===== src/rtl/lt_pkg.sv =====
package lt_pkg;
  typedef enum logic {
    MODE_NORMAL   = 1'b0,
    MODE_LINESCAN = 1'b1
  } scan_mode_e;
endpackage


===== src/rtl/lt_occupancy.sv =====
module lt_occupancy #(
  parameter int BLOCKS = 4,
  localparam int OCC_W = $clog2(BLOCKS + 1)
) (
  input  logic             clk,
  input  logic             rst,
  input  logic             clr,
  input  logic             inc,
  input  logic             dec,
  output logic [OCC_W-1:0] occ,
  output logic             full,
  output logic             empty
);
  localparam logic [OCC_W-1:0] MAXV = OCC_W'(BLOCKS);

  logic [OCC_W-1:0] cnt_q;

  always_ff @(posedge clk) begin
    if (rst || clr) begin
      cnt_q <= '0;
    end else if (inc && !dec && cnt_q != MAXV) begin
      cnt_q <= cnt_q + 1'b1;
    end else if (dec && !inc && cnt_q != '0) begin
      cnt_q <= cnt_q - 1'b1;
    end
  end

  assign occ   = cnt_q;
  assign full  = (cnt_q == MAXV);
  assign empty = (cnt_q == '0);
endmodule


===== src/rtl/lt_line_track.sv =====
module lt_line_track
  import lt_pkg::*;
#(
  parameter int LINE_W   = 14,
  parameter int TILE_H   = 16,
  parameter int OVERLAP  = 4,
  parameter int SUB_ROWS = 4,
  localparam int SUB_W   = (SUB_ROWS > 1) ? $clog2(SUB_ROWS) : 1
) (
  input  logic              clk,
  input  logic              rst,
  input  logic              frame_start,
  input  scan_mode_e        mode,
  input  logic              line_done,
  input  logic              row_req,
  output logic              row_grant,
  output logic [LINE_W-1:0] prod_lines,
  output logic [LINE_W-1:0] cons_lines
);
  localparam logic [LINE_W:0]   NEED_FULL = (LINE_W+1)'(TILE_H + OVERLAP);
  localparam logic [LINE_W:0]   NEED_EDGE = (LINE_W+1)'(TILE_H);
  localparam logic [SUB_W-1:0]  LAST_ROW  = SUB_W'(SUB_ROWS - 1);
  localparam logic [LINE_W-1:0] STEP      = LINE_W'(TILE_H);

  logic [LINE_W-1:0] prod_q, cons_q;
  logic [SUB_W-1:0]  sub_q;
  logic              grant_q;
  logic [LINE_W:0]   need;
  logic              lead_ok;
  logic              take_row;

  always_comb begin
    need = (mode == MODE_LINESCAN && sub_q == LAST_ROW) ? NEED_EDGE : NEED_FULL;
    lead_ok  = {1'b0, prod_q} >= ({1'b0, cons_q} + need);
    take_row = row_req && lead_ok && !frame_start;
  end

  always_ff @(posedge clk) begin
    if (rst || frame_start) begin
      prod_q <= '0;
    end else if (line_done && prod_q != '1) begin
      prod_q <= prod_q + 1'b1;
    end
  end

  always_ff @(posedge clk) begin
    if (rst || frame_start) begin
      cons_q  <= '0;
      sub_q   <= '0;
      grant_q <= 1'b0;
    end else begin
      grant_q <= take_row;
      if (take_row) begin
        cons_q <= cons_q + STEP;
        sub_q  <= (sub_q == LAST_ROW) ? '0 : sub_q + 1'b1;
      end
    end
  end

  assign row_grant  = grant_q;
  assign prod_lines = prod_q;
  assign cons_lines = cons_q;
endmodule


===== src/rtl/lead_tracker.sv =====
module lead_tracker
  import lt_pkg::*;
#(
  parameter int LINE_W   = 14,
  parameter int TILE_H   = 16,
  parameter int OVERLAP  = 4,
  parameter int SUB_ROWS = 4,
  parameter int BLOCKS   = 4,
  localparam int OCC_W   = $clog2(BLOCKS + 1)
) (
  input  logic              clk,
  input  logic              rst,
  input  logic              frame_start,
  input  logic              linescan,
  input  logic              line_done,
  input  logic              row_req,
  output logic              row_grant,
  output logic [LINE_W-1:0] prod_lines,
  output logic [LINE_W-1:0] cons_lines,
  input  logic              prod_wr,
  input  logic              prod_drain,
  input  logic              cons_fill,
  input  logic              cons_take,
  output logic [OCC_W-1:0]  prod_occ,
  output logic [OCC_W-1:0]  cons_occ,
  output logic              prod_full,
  output logic              prod_empty,
  output logic              cons_full,
  output logic              cons_empty,
  input  logic              err_clr,
  output logic              overrun_err
);
  scan_mode_e mode;
  logic       err_q;
  logic       overrun_now;

  assign mode = linescan ? MODE_LINESCAN : MODE_NORMAL;

  lt_line_track #(
    .LINE_W(LINE_W), .TILE_H(TILE_H), .OVERLAP(OVERLAP), .SUB_ROWS(SUB_ROWS)
  ) u_lines (
    .clk(clk), .rst(rst), .frame_start(frame_start), .mode(mode),
    .line_done(line_done), .row_req(row_req), .row_grant(row_grant),
    .prod_lines(prod_lines), .cons_lines(cons_lines)
  );

  lt_occupancy #(.BLOCKS(BLOCKS)) u_prod_buf (
    .clk(clk), .rst(rst), .clr(frame_start), .inc(prod_wr), .dec(prod_drain),
    .occ(prod_occ), .full(prod_full), .empty(prod_empty)
  );

  lt_occupancy #(.BLOCKS(BLOCKS)) u_cons_buf (
    .clk(clk), .rst(rst), .clr(frame_start), .inc(cons_fill), .dec(cons_take),
    .occ(cons_occ), .full(cons_full), .empty(cons_empty)
  );

  assign overrun_now = prod_wr && prod_full && !prod_drain;

  always_ff @(posedge clk) begin
    if (rst) begin
      err_q <= 1'b0;
    end else if (overrun_now) begin
      err_q <= 1'b1;
    end else if (err_clr) begin
      err_q <= 1'b0;
    end
  end

  assign overrun_err = err_q;
endmodule


===== config.mk =====
export PLATFORM = sky130hd
export DESIGN_NAME = lead_tracker
export DESIGN_NICKNAME = d
export VERILOG_FILES = /design/src/rtl/lt_pkg.sv /design/src/rtl/lt_occupancy.sv /design/src/rtl/lt_line_track.sv /design/src/rtl/lead_tracker.sv
export SDC_FILE = /design/constraint.sdc
export NUM_CORES = 1
export LEC_CHECK = 0
export CAP_MARGIN = 20
export CORE_ASPECT_RATIO = 1.5
export CORE_MARGIN = 10
export CORE_UTILIZATION = 35
export CTS_BUF_LIST = sky130_fd_sc_hd__clkbuf_8
export CTS_CLUSTER_SIZE = 20
export DETAILED_ROUTE_END_ITERATION = 7
export REMOVE_ABC_BUFFERS = 1
export SLEW_MARGIN = 20
export SYNTH_ARGS = -nofsm -noshare
export SYNTH_HDL_FRONTEND = slang
export SYNTH_SLANG_ARGS = --single-unit

===== constraint.sdc =====
create_clock -name clk -period 5.07 [get_ports clk]
set_input_delay 0.7605 -clock clk [delete_from_list [all_inputs] [get_ports clk]]
set_output_delay 0.7605 -clock clk [all_outputs]
set_load 0.01 [all_outputs]

==> impl_summary.txt, run 1 <==
----------------------------------------------------
[Global route]
  Global route overflow ... 0
  Global routing usage summed across all routing layers ... 11.45%
  Number of antenna violations at the first check in global routing ... 0
  First-pass GRT wire length ... 9673 µm
  Largest net degree at the start of global routing ... 19
  Vias in the first global route ... 2069

[Synth]
  Share of async-settable or async-resettable flops after synthesis ... 0%
  Area share of the largest cell type after synthesis ... 30.09%
  Number of library cell types mapped by synthesis ... 43
  Register area share after synthesis ... 30.09%
  Number of synthesized flops with an enable pin ... 0
  Most frequently used cell type in the post-synthesis netlist ... sky130_fd_sc_hd__dfxtp_1
  Instance count of the mapped netlist ... 266
  Number of register bits inferred by synthesis ... 34
  Commonest cells post-synth ... sky130_fd_sc_hd__dfxtp_1 (34), sky130_fd_sc_hd__nand2_1 (31), sky130_fd_sc_hd__nor2_1 (31)
  Biggest area consumer among synthesized cells ... sky130_fd_sc_hd__dfxtp_1
  Dominant synthesized flop cell ... sky130_fd_sc_hd__dfxtp_1
  Dominant cells by area after synthesis ... sky130_fd_sc_hd__dfxtp_1 (30%), sky130_fd_sc_hd__ha_1 (8.3%), sky130_fd_sc_hd__xnor2_1 (6.2%)
  Yosys warnings ... 0
  Average size of a mapped cell ... 8.504 µm²
  Combined area of all synthesized cells ... 2262 µm²

[STA]
  F_max ... 316.8 MHz
  RSZ-0062 raised after global routing ... no
  Minimum clock period ... 3157 ps
  Total negative setup slack ... 0 ps
  Final setup viols ... 0
  Actual transition at the worst max-transition pin ... 724.2 ps
  Setup slack after layout ... 1913 ps
  Final Hold Vio Count ... 0
  Setup skew after layout ... 9.821 ps
  Minimum hold slack ... 468.1 ps
  Tcrit/Tclk final ... 62.27%
  Count of final max-slew check failures ... 0
  Worst slew margin relative to its limit ... 51.67%

[Route]
  Total via count after detailed routing ... 1990
  Drt via density ... 5.169
  DRC viols ... 0
  Antenna Violating Nets Remaining ... 0
  Average routed wire per standard cell ... 14.64 µm
  Detailed router's first-iteration violation count ... 42
  Total detailed-routing wirelength ... 5638 µm
  Number of detailed-routing iterations run before antenna repair ... 4

[Clock network]
  Number of setup buffers added after CTS ... 0
  TritonCTS clock tree ... built
  Clock-pin transition on the worst setup and hold timing paths ... 80 ps
  Worst skew pair latency ... 300 ps
  Number of buffers created by CTS ... 5
  Number of sinks handled by clock tree synthesis ... 34
  Clock Tree Buf Depth ... 2
  Maximum level of the CTS H-tree ... 2
  Post-cts sizing count ... 0
  Hold buffer count at cts ... 0
  Root buf cell ... sky130_fd_sc_hd__clkbuf_8

[Pwr]
  Peak VDD IR ... 0.0001161 V
  Overall power after layout ... 0.6447 mW
  Pwr per Cell Area ... 221.8 nW/µm²
  Leak ... 0.9826 nW

[Worst hold path]
  Destination of the worst hold path ... u_lines.sub_q[1]
  Path category of the worst min-delay check ... register to register
  Hold path cells ... 2
  Hold Startpoint ... u_lines.sub_q[1]

[Flow run]
  Count of max-cap constraint violations ... 0

[Floorplan]
  Count of standard-cell rows ... 35
  Initial Util ... 36.38%
  Die height ... 118.5 µm
  Total Die Area ... 10150 µm²
  Top Ports ... 51
  Placeable core area ... 6218 µm²
  Die X-Extent ... 85.64 µm

[Setup path]
  Largest stage delay on the critical path ... 540 ps
  Slowest cell on crit path ... sky130_fd_sc_hd__nor3_4
  Cell breakdown of the critical path ... ha_1 -> nand3_1 -> xor2_1 -> ha_1 -> and3_1 -> a221oi_1 -> nand3_1 -> nor3_4 -> a211oi_4 -> nor2b_1
  Setup crit start kind ... register
  Critical path fanouts, max ... 9
  Launch point of the critical path ... u_lines.cons_lines[4]
  Worst Setup End Kind ... register
  Critical setup path kind ... register to register
  Critical register-to-register path endpoint ... u_lines.row_grant
  Kind of cell with the highest combined delay on the critical path ... simple AND/OR/NAND/NOR gates
  Data arrival at the endpoint of the critical path ... 3340 ps
  Startpoint of the worst-slack reg-to-reg timing path ... u_lines.cons_lines[4]
  Data required time at the worst endpoint ... 5250 ps
  Worst Path Buf+Inv ... 0
  R2R depth ... 10
  Minimum setup slack among reg-to-reg paths ... 1910 ps

[Placed design]
  Worst slack at placement ... 1938 ps
  Detailed placer's ending HPWL ... 4425 µm
  Count of buffers inserted at the top-level ports ... 46
  RePlAce Congestion ... 0.8052
  Area post-placement ... 2769 µm²
  Cell Count Post-Placement ... 377

[Finish]
  Syn-to-layout area delta ... 28.48%
  Share of post-route cells with drive strength above 1 ... 8.360%
  Post-route core utilization ... 46.74%
  Post-layout net count ... 338
  Filler-free cell count of the finished design ... 385
  Final design area excluding fillers ... 2907 µm²
  Antenna fix cells ... 0

[Outcome]
  Run status ... finished, final reports clean

----------------------------------------------------
## routing by layer
metal / vias to the layer above / share of wire, % / track usage (%)
met4: 0 / 1.4 / 4.339
met3: 6 / 8.5 / 5.223
met1: 930 / 39 / 10.89
met5: - / 0 / 0
li1: 1014 / - / -
met2: 40 / 51 / 20.65
## how the worst max path moves through the flow
stage,depth (start not counted),slack [ps],to
after CTS,10,1910,u_lines.row_grant
after global placement,10,1900,u_lines.row_grant
after detailed placement,10,1940,u_lines.row_grant
after global routing,10,1640,u_lines.cons_lines[5]
after floorplan,10,2320,u_lines.cons_lines[4]
final,10,1910,u_lines.row_grant
## registers in the layout, summed over array words and instances, names as in the netlist
register and count:
u_cons_buf.occ 3, u_prod_buf.occ 3, u_lines.sub_q 2, overrun_err 1
u_lines.cons_lines 10, u_lines.row_grant 1, u_lines.prod_lines 14
## placed cells by master, fill, tap and decap left out, types with 3 or more instances in the layout
| cell type | count |
|---|---|
| sky130_fd_sc_hd__nor3_1 | 3 |
| sky130_fd_sc_hd__xnor2_1 | 16 |
| sky130_fd_sc_hd__a21oi_1 | 7 |
| sky130_fd_sc_hd__clkdlybuf4s50_1 | 46 |
| sky130_fd_sc_hd__a221oi_1 | 3 |
| sky130_fd_sc_hd__clkbuf_8 | 5 |
| sky130_fd_sc_hd__mux2i_1 | 13 |
| sky130_fd_sc_hd__nand2_1 | 31 |
| sky130_fd_sc_hd__inv_1 | 13 |
| sky130_fd_sc_hd__a21o_1 | 3 |
| sky130_fd_sc_hd__nand4_1 | 5 |
| sky130_fd_sc_hd__ha_1 | 15 |
| sky130_fd_sc_hd__o21ai_0 | 6 |
| sky130_fd_sc_hd__nand3_1 | 7 |
| sky130_fd_sc_hd__a2111oi_2 | 3 |
| sky130_fd_sc_hd__a211oi_1 | 7 |
| sky130_fd_sc_hd__or2_2 | 4 |
| sky130_fd_sc_hd__xor2_1 | 6 |
| sky130_fd_sc_hd__and3_1 | 6 |
| sky130_fd_sc_hd__conb_1 | 4 |
| sky130_fd_sc_hd__dfxtp_1 | 34 |
| sky130_fd_sc_hd__or3_1 | 12 |
| sky130_fd_sc_hd__nor2b_1 | 4 |
| sky130_fd_sc_hd__nor2_1 | 30 |
## cell families after synthesis
group | synth area share (%)
xor gates and xnor gates | 9.734
AOI/OAI and AO/OA | 14.99
muxes | 5.752
adders and majority gates | 10.07
and+or+nand+nor | 24.23
DFF | 30.09
other | 0.1658
buffers and inverters | 4.978
## area by class of cell
cell class / instances / area [µm²]
fill: 617 / 3312
multi-input combinational: 209 / 1483
sequential: 34 / 680.7
timing repair buffer: 46 / 460.4
tap: 74 / 92.59
clock buffer: 5 / 68.82
clock inverter: 3 / 68.82
inverter: 14 / 52.55
## worst register-to-register path, delay by kind of cell, from the launching register on
family | cells | cell delay [ps]
adder cells (fa/ha/maj) | 2 | 610
AND/OR/NAND/NOR | 5 | 1300
flip-flops | 1 | 530
XOR/XNOR | 1 | 190
AO/OA/AOI/OAI | 2 | 410
## power by group
| group | leakage, nW | internal [mW] | switching, mW |
|---|---|---|---|
| logic | 0.640 | 0.0312 | 0.0326 |
| registers | 0.274 | 0.270 | 0.00400 |
| clock network | 0.0683 | 0.197 | 0.110 |
(Power assumes the default switching activity.)
==> run 2: changes to the inputs <==
==> constraint.sdc (replaced) <==
create_clock -name clk -period 2.73 [get_ports clk]
set_input_delay 0.4095 -clock clk [delete_from_list [all_inputs] [get_ports clk]]
set_output_delay 0.4095 -clock clk [all_outputs]
set_load 0.01 [all_outputs]
==> impl_summary.txt, run 2 (synthesized netlist as in run 1, its figures left out) <==
----------------------------------------------------
[Setup path]
  Startpoint of the worst-slack reg-to-reg timing path ... u_lines.cons_lines[7]
  Launch point of the critical path ... u_lines.cons_lines[7]
  Largest stage delay on the critical path ... 350 ps
  Data arrival at the endpoint of the critical path ... 2770 ps
  Slowest cell on crit path ... sky130_fd_sc_hd__dfxtp_2
  Worst Setup End Kind ... register
  Critical path fanouts, max ... 9
  Cell breakdown of the critical path ... and3_1 -> nand3_2 -> xor2_1 -> ha_1 -> and3_1 -> a221oi_2 -> nand3_2 -> nor3_4 -> buf_12 -> a211oi_4 -> mux2i_1
  Data required time at the worst endpoint ... 2900 ps
  Setup crit start kind ... register
  Critical setup path kind ... register to register

[Route]
  DRC viols ... 0
  Number of detailed-routing iterations run before antenna repair ... 4
  Drt via density ... 5.129
  Antenna Violating Nets Remaining ... 0
  Total detailed-routing wirelength ... 6016 µm
  Detailed router's first-iteration violation count ... 73
  Average routed wire per standard cell ... 14.60 µm
  Total via count after detailed routing ... 2113

[Clock network]
  Root buf cell ... sky130_fd_sc_hd__clkbuf_8
  TritonCTS clock tree ... built
  Worst skew pair latency ... 290 ps
  Hold buffer count at cts ... 0
  Number of buffers created by CTS ... 5
  Number of sinks handled by clock tree synthesis ... 34
  Clock-pin transition on the worst setup and hold timing paths ... 70 ps
  Clock Tree Buf Depth ... 2
  Maximum level of the CTS H-tree ... 2

[Floorplan]
  Total Die Area ... 10150 µm²
  Die X-Extent ... 85.64 µm
  Die height ... 118.5 µm
  Top Ports ... 51
  Placeable core area ... 6218 µm²
  Count of standard-cell rows ... 35
  Initial Util ... 36.38%

[Flow run]
  Count of max-cap constraint violations ... 0

[STA]
  Count of final max-slew check failures ... 0
  Worst slew margin relative to its limit ... 63.88%
  Setup skew after layout ... 3.958 ps
  Actual transition at the worst max-transition pin ... 536.9 ps
  Setup slack after layout ... 127.4 ps
  F_max ... 384.2 MHz
  Final setup viols ... 0
  Total negative setup slack ... 0 ps
  Minimum clock period ... 2603 ps
  Final Hold Vio Count ... 0
  Tcrit/Tclk final ... 95.33%
  Minimum hold slack ... 468.1 ps

[Finish]
  Most frequent cells in the layout ... sky130_fd_sc_hd__clkdlybuf4s50_1 (46), sky130_fd_sc_hd__nand2_1 (31), sky130_fd_sc_hd__nor2_1 (30), sky130_fd_sc_hd__dfxtp_1 (30), sky130_fd_sc_hd__buf_4 (28)
  Share of post-route cells with drive strength above 1 ... 18.93%
  Syn-to-layout area delta ... 38.88%
  Fill count ... 600
  Filler-free cell count of the finished design ... 412
  Antenna fix cells ... 0
  Final design area excluding fillers ... 3142 µm²
  Number of flip-flops under the largest register name ... 14
  Register area ... 685.7 µm²
  Area of the multi-input gates ... 1538 µm²
  Post-route core utilization ... 50.52%
  Post-layout net count ... 367
  Most common library cell in the layout ignoring fill and taps ... sky130_fd_sc_hd__clkdlybuf4s50_1

[Outcome]
  Run status ... finished, final reports clean

[Placed design]
  Cell Count Post-Placement ... 399
  Area post-placement ... 2944 µm²
  Count of buffers inserted at the top-level ports ... 46
  Worst slack at placement ... -55.39 ps
  Detailed placer's ending HPWL ... 4660 µm
  RePlAce Congestion ... 0.8325

[Pwr]
  Clock share of power ... 37.4%
  Combinational Power Share ... 12.7%
  Pwr per Cell Area ... 324.3 nW/µm²
  Leak ... 1.118 nW
  Net Sw Power ... 0.2569 mW
  Register share of total power ... 49.9%
  Int Pwr ... 0.7619 mW
  Peak VDD IR ... 0.0001696 V
  Share of total power consumed by net switching ... 25.22%
  Overall power after layout ... 1.019 mW

[Worst hold path]
  Hold Startpoint ... u_lines.sub_q[1]
  Path category of the worst min-delay check ... register to register

[Global route]
  Global routing usage summed across all routing layers ... 11.82%
  Vias in the first global route ... 2172
  Largest net degree at the start of global routing ... 14
  Global route overflow ... 0
  First-pass GRT wire length ... 10120 µm
  Number of antenna violations at the first check in global routing ... 0

----------------------------------------------------
[run 2: changes by cell type in the layout (fill, tap and decap cells not counted), moves of 2 or more]
cell | previous run | this run
sky130_fd_sc_hd__dfxtp_2 | 0 | 4
sky130_fd_sc_hd__nand3_2 | 0 | 3
sky130_fd_sc_hd__buf_4 | 0 | 28
sky130_fd_sc_hd__a2111oi_2 | 3 | 1
sky130_fd_sc_hd__nand3_1 | 7 | 4
sky130_fd_sc_hd__dfxtp_1 | 34 | 30
sky130_fd_sc_hd__bufinv_16 | 2 | 0
sky130_fd_sc_hd__a2111oi_4 | 0 | 2
[run 2: what timing repair did]
item / CTS / global route
hold endpoints to repair: 0 / 0
pin swaps: 1 / 5
setup buffers: 2 / 5
gates resized for setup: 0 / 14
setup endpoints to repair: 13 / 13
[run 2: worst paths after layout]
| kind | end | slack, ps | depth (start not counted) |
|---|---|---|---|
| setup / recovery | u_lines.cons_lines[5] | 130 | 11 |
| setup reg to reg | u_lines.cons_lines[5] | 130 | 11 |
| hold / removal | u_lines.sub_q[1] | 470 | 2 |
| hold reg to reg | u_lines.sub_q[1] | 470 | 2 |
[run 2: layer usage]
| layer | share of wire, % | track usage, % | vias up |
|---|---|---|---|
| met2 | 52 | 20.83 | 42 |
| met1 | 39 | 12.12 | 997 |
| met3 | 7.4 | 4.674 | 8 |
| met5 | 0 | 0 | - |
| met4 | 1.8 | 4.339 | 0 |
| li1 | - | - | 1066 |
[run 2: area by class of cell]
cell class | count | area share [%]
repair buffers | 75 | 21.98
multi-input cells | 209 | 48.94
clock buffers | 6 | 2.628
well taps | 74 | 2.947
flip-flops and latches | 34 | 21.82
inverters | 14 | 1.673
[run 2: worst max-delay path: cells and delay by family, from the launching register on]
kind                     cells  cell delay, ps
multiplexers                 1             150
buffers and inverters        1             160
AND/OR/NAND/NOR              5             980
AO/OA/AOI/OAI                2             360
flip-flops                   1             350
XOR/XNOR                     1             170
adder cells (fa/ha/maj)      1             300
[run 2: power by group through the flow]
stage | sequential, mW | clock [mW] | combinational (mW)
2_1_floorplan | 0.521 | 0 | 0.0634
3_3_place_gp | 0.520 | 0 | 0.125
3_5_place_dp | 0.520 | 0 | 0.126
4_1_cts | 0.509 | 0.392 | 0.127
5_1_grt | 0.510 | 0.411 | 0.144
6_report | 0.509 | 0.381 | 0.129
==> run 3: changes to the inputs <==
--- a/config.mk
+++ b/config.mk
@@ -5,11 +5,11 @@
 export SDC_FILE = /design/constraint.sdc
 export NUM_CORES = 1
 export LEC_CHECK = 0
-export CAP_MARGIN = 20
 export CORE_ASPECT_RATIO = 1.5
 export CORE_MARGIN = 10
 export CORE_UTILIZATION = 35
 export CTS_BUF_LIST = sky130_fd_sc_hd__clkbuf_8
+export CTS_CLUSTER_DIAMETER = 100
 export CTS_CLUSTER_SIZE = 20
 export DETAILED_ROUTE_END_ITERATION = 7
 export REMOVE_ABC_BUFFERS = 1
==> results of run 3 <==
Final layout, timing and power as in run 2 (identical DEF).
